File: config.mk
export PLATFORM = sky130hd
export DESIGN_NAME = clk_mod_ctrl
export DESIGN_NICKNAME = d
export VERILOG_FILES = /design/src/rtl/clk_mod_pkg.sv /design/src/rtl/clk_mod_timer.sv /design/src/rtl/clk_mod_select.sv /design/src/rtl/clk_mod_ctrl.sv
export SDC_FILE = /design/constraint.sdc
export NUM_CORES = 1
export LEC_CHECK = 0
export ABC_AREA = 1
export ABC_CLOCK_PERIOD_IN_PS = 1200
export BUFFER_PORTS_ARGS = -buffer_cell sky130_fd_sc_hd__clkbuf_2
export CAP_MARGIN = 10
export CORE_MARGIN = 5
export CORE_UTILIZATION = 45
export DETAILED_ROUTE_END_ITERATION = 10
export GPL_ROUTABILITY_DRIVEN = 0
export PLACE_DENSITY = 0.79
export SETUP_SLACK_MARGIN = 0.2
export SYNTH_ARGS = -nofsm -noshare
export SYNTH_HDL_FRONTEND = slang
export SYNTH_SLANG_ARGS = --single-unit
File: constraint.sdc
create_clock -name clk -period 1.2 [get_ports clk]
set_input_delay 0.06 -clock clk [delete_from_list [all_inputs] [get_ports clk]]
set_output_delay 0.06 -clock clk [all_outputs]
set_load 0.02 [all_outputs]
File: src/rtl/clk_mod_pkg.sv
package clk_mod_pkg;
  localparam int CODE_W = 3;
  localparam int SLOTS  = 1 << CODE_W;

  typedef enum logic [1:0] {
    SRC_NONE  = 2'd0,
    SRC_SOFT  = 2'd1,
    SRC_THERM = 2'd2
  } duty_src_e;
endpackage

File: src/rtl/clk_mod_timer.sv
module clk_mod_timer
  import clk_mod_pkg::*;
#(
  parameter int SLOT_CYCLES = 4
) (
  input  logic              clk,
  input  logic              rst_n,
  output logic [CODE_W-1:0] slot_o,
  output logic              wrap_o
);
  localparam int CNT_W = (SLOT_CYCLES > 1) ? $clog2(SLOT_CYCLES) : 1;
  localparam logic [CODE_W-1:0] SLOT_LAST = CODE_W'(SLOTS - 1);

  logic              slot_step;
  logic [CODE_W-1:0] slot_q, slot_d;

  generate
    if (SLOT_CYCLES == 1) begin : g_no_div
      assign slot_step = 1'b1;
    end else begin : g_div
      localparam logic [CNT_W-1:0] CNT_LAST = CNT_W'(SLOT_CYCLES - 1);
      logic [CNT_W-1:0] cnt_q, cnt_d;

      always_comb begin
        if (cnt_q == CNT_LAST) cnt_d = '0;
        else                   cnt_d = cnt_q + 1'b1;
      end

      always_ff @(posedge clk or negedge rst_n) begin
        if (!rst_n) cnt_q <= '0;
        else        cnt_q <= cnt_d;
      end

      assign slot_step = (cnt_q == CNT_LAST);
    end
  endgenerate

  always_comb begin
    slot_d = slot_q;
    if (slot_step) slot_d = slot_q + 1'b1;
  end

  always_ff @(posedge clk or negedge rst_n) begin
    if (!rst_n) slot_q <= '0;
    else        slot_q <= slot_d;
  end

  assign slot_o = slot_q;
  assign wrap_o = slot_step && (slot_q == SLOT_LAST);

  // after the last cycle of a period the timer is back in slot 0
  p_wrap_to_zero_r3: assert property (@(posedge clk) disable iff (!rst_n)
    wrap_o |=> (slot_o == '0));
endmodule

File: src/rtl/clk_mod_select.sv
module clk_mod_select
  import clk_mod_pkg::*;
#(
  parameter int FACTORY_CODE = 3
) (
  input  logic              clk,
  input  logic              rst_n,
  input  logic              wrap_i,
  input  logic              hot_i,
  input  logic              sw_en_i,
  input  logic [CODE_W-1:0] sw_code_i,
  output logic [CODE_W-1:0] code_o,
  output duty_src_e         src_o
);
  localparam logic [CODE_W-1:0] FACT = CODE_W'(FACTORY_CODE);

  logic [CODE_W-1:0] req_code, code_q, code_d;
  duty_src_e         req_src, src_q, src_d;

  // fixed priority: thermal path, then software, then free running
  always_comb begin
    if (hot_i) begin
      req_code = FACT;
      req_src  = SRC_THERM;
    end else if (sw_en_i) begin
      req_code = sw_code_i;
      req_src  = SRC_SOFT;
    end else begin
      req_code = '0;
      req_src  = SRC_NONE;
    end
  end

  always_comb begin
    code_d = code_q;
    src_d  = src_q;
    if (wrap_i) begin
      code_d = req_code;
      src_d  = req_src;
    end
  end

  always_ff @(posedge clk or negedge rst_n) begin
    if (!rst_n) begin
      code_q <= '0;
      src_q  <= SRC_NONE;
    end else begin
      code_q <= code_d;
      src_q  <= src_d;
    end
  end

  assign code_o = code_q;
  assign src_o  = src_q;

  // the applied code never moves except at a period wrap
  p_code_hold_r7: assert property (@(posedge clk) disable iff (!rst_n)
    !wrap_i |=> $stable(code_o));

  // a hot sample at the wrap always installs the factory code
  p_hot_wins_r6: assert property (@(posedge clk) disable iff (!rst_n)
    (wrap_i && hot_i) |=> (code_o == FACT && src_o == SRC_THERM));

  // thermal ownership implies the factory duty
  p_therm_code_r5: assert property (@(posedge clk) disable iff (!rst_n)
    (src_o == SRC_THERM) |-> (code_o == FACT));
endmodule

File: src/rtl/clk_mod_ctrl.sv
module clk_mod_ctrl
  import clk_mod_pkg::*;
#(
  parameter int SLOT_CYCLES  = 4,
  parameter int FACTORY_CODE = 3,
  parameter int IRQ_W        = 4
) (
  input  logic              clk,
  input  logic              rst_n,
  input  logic              hot_i,
  input  logic              sw_wr_i,
  input  logic              sw_en_i,
  input  logic [CODE_W-1:0] sw_code_i,
  input  logic [IRQ_W-1:0]  irq_req_i,
  output logic              core_clk_en_o,
  output logic              therm_active_o,
  output logic              irq_hold_o,
  output logic [IRQ_W-1:0]  irq_o,
  output logic              snoop_en_o
);
  // reset: asserted asynchronously, released on the clock
  logic [1:0] rst_pipe;
  logic       rst_q;

  always_ff @(posedge clk or negedge rst_n) begin
    if (!rst_n) rst_pipe <= 2'b00;
    else        rst_pipe <= {rst_pipe[0], 1'b1};
  end
  assign rst_q = rst_pipe[1];

  // software on-demand setting
  logic              cfg_en_q, cfg_en_d;
  logic [CODE_W-1:0] cfg_code_q, cfg_code_d;

  always_comb begin
    cfg_en_d   = cfg_en_q;
    cfg_code_d = cfg_code_q;
    if (sw_wr_i) begin
      cfg_en_d   = sw_en_i;
      cfg_code_d = sw_code_i;
    end
  end

  always_ff @(posedge clk or negedge rst_q) begin
    if (!rst_q) begin
      cfg_en_q   <= 1'b0;
      cfg_code_q <= '0;
    end else begin
      cfg_en_q   <= cfg_en_d;
      cfg_code_q <= cfg_code_d;
    end
  end

  // period timer and duty source selection
  logic [CODE_W-1:0] slot;
  logic              wrap;
  logic [CODE_W-1:0] code;
  duty_src_e         src;

  clk_mod_timer #(
    .SLOT_CYCLES(SLOT_CYCLES)
  ) u_timer (
    .clk   (clk),
    .rst_n (rst_q),
    .slot_o(slot),
    .wrap_o(wrap)
  );

  clk_mod_select #(
    .FACTORY_CODE(FACTORY_CODE)
  ) u_select (
    .clk      (clk),
    .rst_n    (rst_q),
    .wrap_i   (wrap),
    .hot_i    (hot_i),
    .sw_en_i  (cfg_en_q),
    .sw_code_i(cfg_code_q),
    .code_o   (code),
    .src_o    (src)
  );

  // gate: on for the first `code` slots, code 0 means never gated
  logic clk_en;
  assign clk_en = (code == '0) || (slot < code);

  // interrupt holding while the clock is stopped
  logic [IRQ_W-1:0] held_q, held_d;

  always_comb begin
    if (clk_en) held_d = '0;
    else        held_d = held_q | irq_req_i;
  end

  always_ff @(posedge clk or negedge rst_q) begin
    if (!rst_q) held_q <= '0;
    else        held_q <= held_d;
  end

  logic snoop_q;
  always_ff @(posedge clk or negedge rst_q) begin
    if (!rst_q) snoop_q <= 1'b1;
    else        snoop_q <= 1'b1;
  end

  assign core_clk_en_o  = clk_en;
  assign therm_active_o = (src == SRC_THERM);
  assign irq_hold_o     = !clk_en;
  assign irq_o          = clk_en ? (irq_req_i | held_q) : '0;
  assign snoop_en_o     = snoop_q;

  // a request seen in a gated cycle is delivered when the clock returns
  p_release_r9: assert property (@(posedge clk) disable iff (!rst_q)
    (core_clk_en_o && !$past(core_clk_en_o) && $past(irq_req_i[0])) |-> irq_o[0]);

  // a software code of zero never stops the clock
  p_zero_code_on_r4: assert property (@(posedge clk) disable iff (!rst_q)
    (src == SRC_SOFT && code == '0) |-> core_clk_en_o);
endmodule

== Word-level counts from Yosys, hierarchy flattened ==
Index checks and enable logic that the tools add are counted.

* Memories: 0
* Flip-flop bits (word level): 20
* Memory bits (writable): 0
* ROM bits: 0
* Latch bits: 0
* Output and inout port bits: 8
* Word-level logic and storage cells: 26

* Divide/modulo/power cells: 0
* Equality and inequality tests: 3
* Magnitude comparators: 1
* Multiplexer cells: 7
* Multiply operators: 0
* Bitwise operators: 1
* Reductions and logical operators: 4
* $add $sub $neg: 2
* Shifts and indexed selects: 0

{| class="wikitable"
|+ Operators by type and width
! kind !! count
|-
| two-way mux 4 bit || 2
|-
| two-way mux 3 bit || 2
|-
| == test 2 bit (second input constant) || 2
|-
| two-way mux 2 bit || 2
|-
| bitwise OR 4 bit || 1
|-
| adder 3 x 1 -> 3 bit (second input constant) || 1
|-
| == test 3 bit (second input constant) || 1
|-
| zero test 3 bit || 1
|-
| less-than comparator 3 bit || 1
|-
| adder 2 x 1 -> 2 bit (second input constant) || 1
|-
| logical AND 1 bit || 1
|-
| zero test 1 bit || 1
|-
| logical OR 1 bit || 1
|-
| two-way mux 1 bit || 1
|}

== Depth between registers and ports, before layout ==
* Depth in word-level cells: 3
* Mapped depth: 8
* Mapped depth without buffers: 8

== Modules after synthesis ==
From an unflattened synthesis, not the netlist that was laid out.

* Cells, all modules: 92
* Area, all modules: 897.1 µm²

{| class="wikitable"
|+ Modules (own cells, without submodules)
! module !! cells each !! times used !! area an instance (µm²)
|-
| clk_mod_ctrl || 45 || 1 || 473.0
|-
| clk_mod_timer || 22 || 1 || 215.2
|-
| clk_mod_select || 25 || 1 || 209.0
|}

== Worst setup path after synthesis ==
OpenSTA, ideal clock, no wires.

* Path kind: register -> output
* Start point: register u_timer.slot_q[2] (netlist: u_timer.slot_o[2])
* End point: output port irq_o[0]
* Required time: 1,140 ps
* Slack: -145 ps
* Cell stages (with the launch flop): 5
* Arrival time: 1,285 ps
* Buffers on the path: 0
* Cells stage by stage: dfrtp_1 > ha_1 > a21oi_1 > nand2_2 > a21oi_1

* Longest elaborated chain between the ends: 3

{| class="wikitable"
|+ Ends and longest elaborated chain
! element !! line !! RTL
|-
| start: declaration || clk_mod_timer.sv:15 || <nowiki>logic [CODE_W-1:0] slot_q, slot_d;</nowiki>
|-
| start signal: assignment || clk_mod_timer.sv:45 || <nowiki>else slot_q <= slot_d;</nowiki>
|-
| less-than comparator 3 bit || clk_mod_ctrl.sv:84 || <nowiki>assign clk_en = (code == '0) || (slot < code);</nowiki>
|-
| logical OR 1 bit || clk_mod_ctrl.sv:84 ||
|-
| two-way mux 4 bit || clk_mod_ctrl.sv:108 || <nowiki>assign irq_o = clk_en ? (irq_req_i | held_q) : '0;</nowiki>
|-
| end: declaration || clk_mod_ctrl.sv:18 || <nowiki>output logic [IRQ_W-1:0] irq_o,</nowiki>
|}

No other way between the ends.

== Worst setup path after layout ==
* Start point: register u_select.code_q[2] (netlist: u_select.code_o[2])
* End point: output port irq_o[2]

* Longest elaborated chain between the ends: 3

{| class="wikitable"
|+ Ends and longest elaborated chain
! element !! line !! RTL
|-
| start: declaration || clk_mod_select.sv:17 || <nowiki>logic [CODE_W-1:0] req_code, code_q, code_d;</nowiki>
|-
| start signal: assignment || clk_mod_select.sv:48 || <nowiki>code_q <= code_d;</nowiki>
|-
| less-than comparator 3 bit / zero test 3 bit (equally long branches) || clk_mod_ctrl.sv:84 ||
|-
| logical OR 1 bit * || clk_mod_ctrl.sv:84 ||
|-
| two-way mux 4 bit * || clk_mod_ctrl.sv:108 ||
|}

Every way passes the cells marked *; elsewhere a longest branch is shown, timed or not.

==> reports/metrics.cfg <==
[worst_setup_path]
arrival_ns = 1.64
critPathMostFrequentCell = a21oi_4
path_class = flip-flop to output pin
crit_chain = inv_2 -> ha_4 -> a21oi_4 -> nand2_8 -> a21oi_4 -> buf_8
cp-end-kind = output pin
crit_slowest_cell = dfrtp_1
critPathLaunchType = flip-flop
required_ns = 1.14
r2r_slack_ns = -0.18
cpPeakStageDelay_ns = 0.40
critPathBufInv = 2
critical_path.max_fanout = 5
cp_top_family = flip-flops

[synth]
synth.avg_cell_area_sq_um = 10.7
synth_seq_cells = 20
yosys-top-cells-area = dfrtp_1, ha_1, mux2_2
ys_warn_count = 0
seq_area_frac_synth_pct = 58.5
synth_edf_count = 0
async_flop_share_pct = 100
yosysUniqueCellTypes = 17
yosysTopAreaCell = dfrtp_1
synth_ff_type = dfrtp_1
syn_area_sq_um = 856
postSynthCellCount = 80
yosysTopAreaCellShare_pct = 58.5

[grt]
grt_use_total_pct = 14.5
antenna_found_initial = 0
grt_pass1_wl_microns = 2880
grt_max_degree = 15
grt_pass1_vias = 654
gr-total-overflow = 0

[drt]
via_per_inst = 4.69
totalWireLength_microns = 1910
drc_errors = 0
dr.pass1.iters = 3
via_count = 666
drtIter0Drc = 7
avgRoutedWirePerCell_microns = 13.4
ant_nets = 0

[die]
fp.dieArea_sq_mm = 0.00287
core-area_sq_mm = 0.00176
rows = 15
initial_core_util_pct = 48.5
die_w_microns = 53.6
ioPinCount = 20
die_y_microns = 53.6

[sta]
whs_ns = 0.0276
fmax_mhz = 590
clock_skew_ns = 0.00953
min_period_ns = 1.70
setup_ws_ns = -0.495
slew_violations = 0
finalSetupViolations = 14
rsz0062_at_grt = true
finalCritPeriodShare_pct = 141
final-hold-violation-count = 0

[place]
port_buffers = 18
hpwl_microns = 1340
pre_cts_slack_ns = -0.201

[power]
leakagePower_uw = 0.000700
irDropWorstVdd_mv = 1.38
power_density_mw_per_mm2 = 1160

[run_status]
status = finished, violations left
violations = negative setup slack

[cells_and_area]
nNetsFinal = 135
area.growth.synth_to_final_pct = 65.9
final_common_cell = dfrtp_1
mostFrequentLayoutCells = dfrtp_1, clkbuf_2, nand2_1, buf_4, nor2_1
drive_gt1_share_pct = 54.7
antenna_cells = 0

[clock_network]
path_clk_slew_ns = 0.11
clock_latency_ns = 0.31
clock_path_buffers = 2
cts-buffers-inserted = 3
cts_sinks = 20
htreeDepth = 1
tritoncts = done
root_buffer = clkbuf_4

[min_path]
hold_path_class = input port to flip-flop

[run]
max-cap-violations = 0

cell type report:
| type | count | area, sq um |
|---|---|---|
| Clock buffer | 3 | 22.5 |
| Timing Repair Buffer | 32 | 287 |
| Sequential cell | 20 | 500 |
| Inverter | 10 | 40.0 |
| Fill cell | 115 | 344 |
| Tap cell | 25 | 31.3 |
| Multi-Input combinational cell | 51 | 509 |
| Clock inverter | 1 | 30.0 |
registers in the layout (all words and copies together), names as in the netlist:
| register | flops |
|---|---|
| cfg_en_q | 1 |
| u_timer.g_div.cnt_q | 2 |
| u_select.code_o | 3 |
| u_timer.slot_o | 3 |
| u_select.src_o | 2 |
| held_q | 4 |
| cfg_code_q | 3 |
| rst_pipe | 2 |
worst reg2reg max path, delay by kind of cell, from the launching register on:
kind | cells | cell delay (ns)
DFF | 1 | 0.43
and+or+nand+nor | 5 | 0.40
adders and majority gates | 1 | 0.30
buffers and inverters | 2 | 0.19
cells in the mapped netlist, types with 2 or more instances:
master / number
nand2_1: 10
a21oi_1: 7
nor2_1: 10
o21ai_0: 4
ha_1: 5
dfrtp_1: 20
nand2_2: 2
inv_1: 9
mux2_2: 5
report_power, final:
part	internal (uW)	switching, uW
registers	726	27.8
clock network	338	206
logic	175	179
final timing paths:
kind	startpoint	end	cells past startpoint
min in group asynchronous	rst_n	rst_pipe[1]	2
hold reg to reg	rst_pipe[1]	cfg_code_q[0]	0
max in group asynchronous	rst_pipe[1]	u_select.code_o[2]	1
hold / removal	hot_i	u_select.code_o[0]	3
setup / recovery	u_select.code_o[2]	irq_o[2]	6
setup reg to reg	u_timer.slot_o[2]	held_q[3]	8
kinds of logic after synthesis:
kind of cell	after synthesis	share of synthesized area, %
XOR/XNOR	1	1.02
AND/OR/NAND/NOR	25	13.3
adder cells (fa/ha/maj)	5	7.31
AO/OA/AOI/OAI	12	7.46
flip-flops	20	58.5
buffers and inverters	11	5.41
other	1	0.438
multiplexers	5	6.58
timing repair:
action,in CTS,in global routing
pin swaps,5,7
endpoints found under the hold margin,5,1
hold buffers,4,1
resized for setup,20,27
gates cloned,1,0
setup endpoints to repair,18,18
setup buffers,1,3
metrics by stage:
stage	TNS, ns	std cells	util [%]	power [uW]	cell area, sq um
final	-3.61	142	80.5	1650	1420
after global routing	-4.31	142	80.5	1720	1420
after CTS	-3.51	138	74.4	1600	1310
after detailed placement	-2.04	128	62.7	1000	1110
after global placement	-1.43	128	62.7	991	1110
after floorplan	-0.595	81	-	920	942
metal layers:
layer	track usage, %	part of all wire, %	vias up
met1	15.8	39	321
met2	27.1	56	13
met3	4.16	3.4	4
met5	0	0	-
li1	-	-	328
met4	3.83	1.4	0
Note: power is estimated with default switching activity, not from simulation.
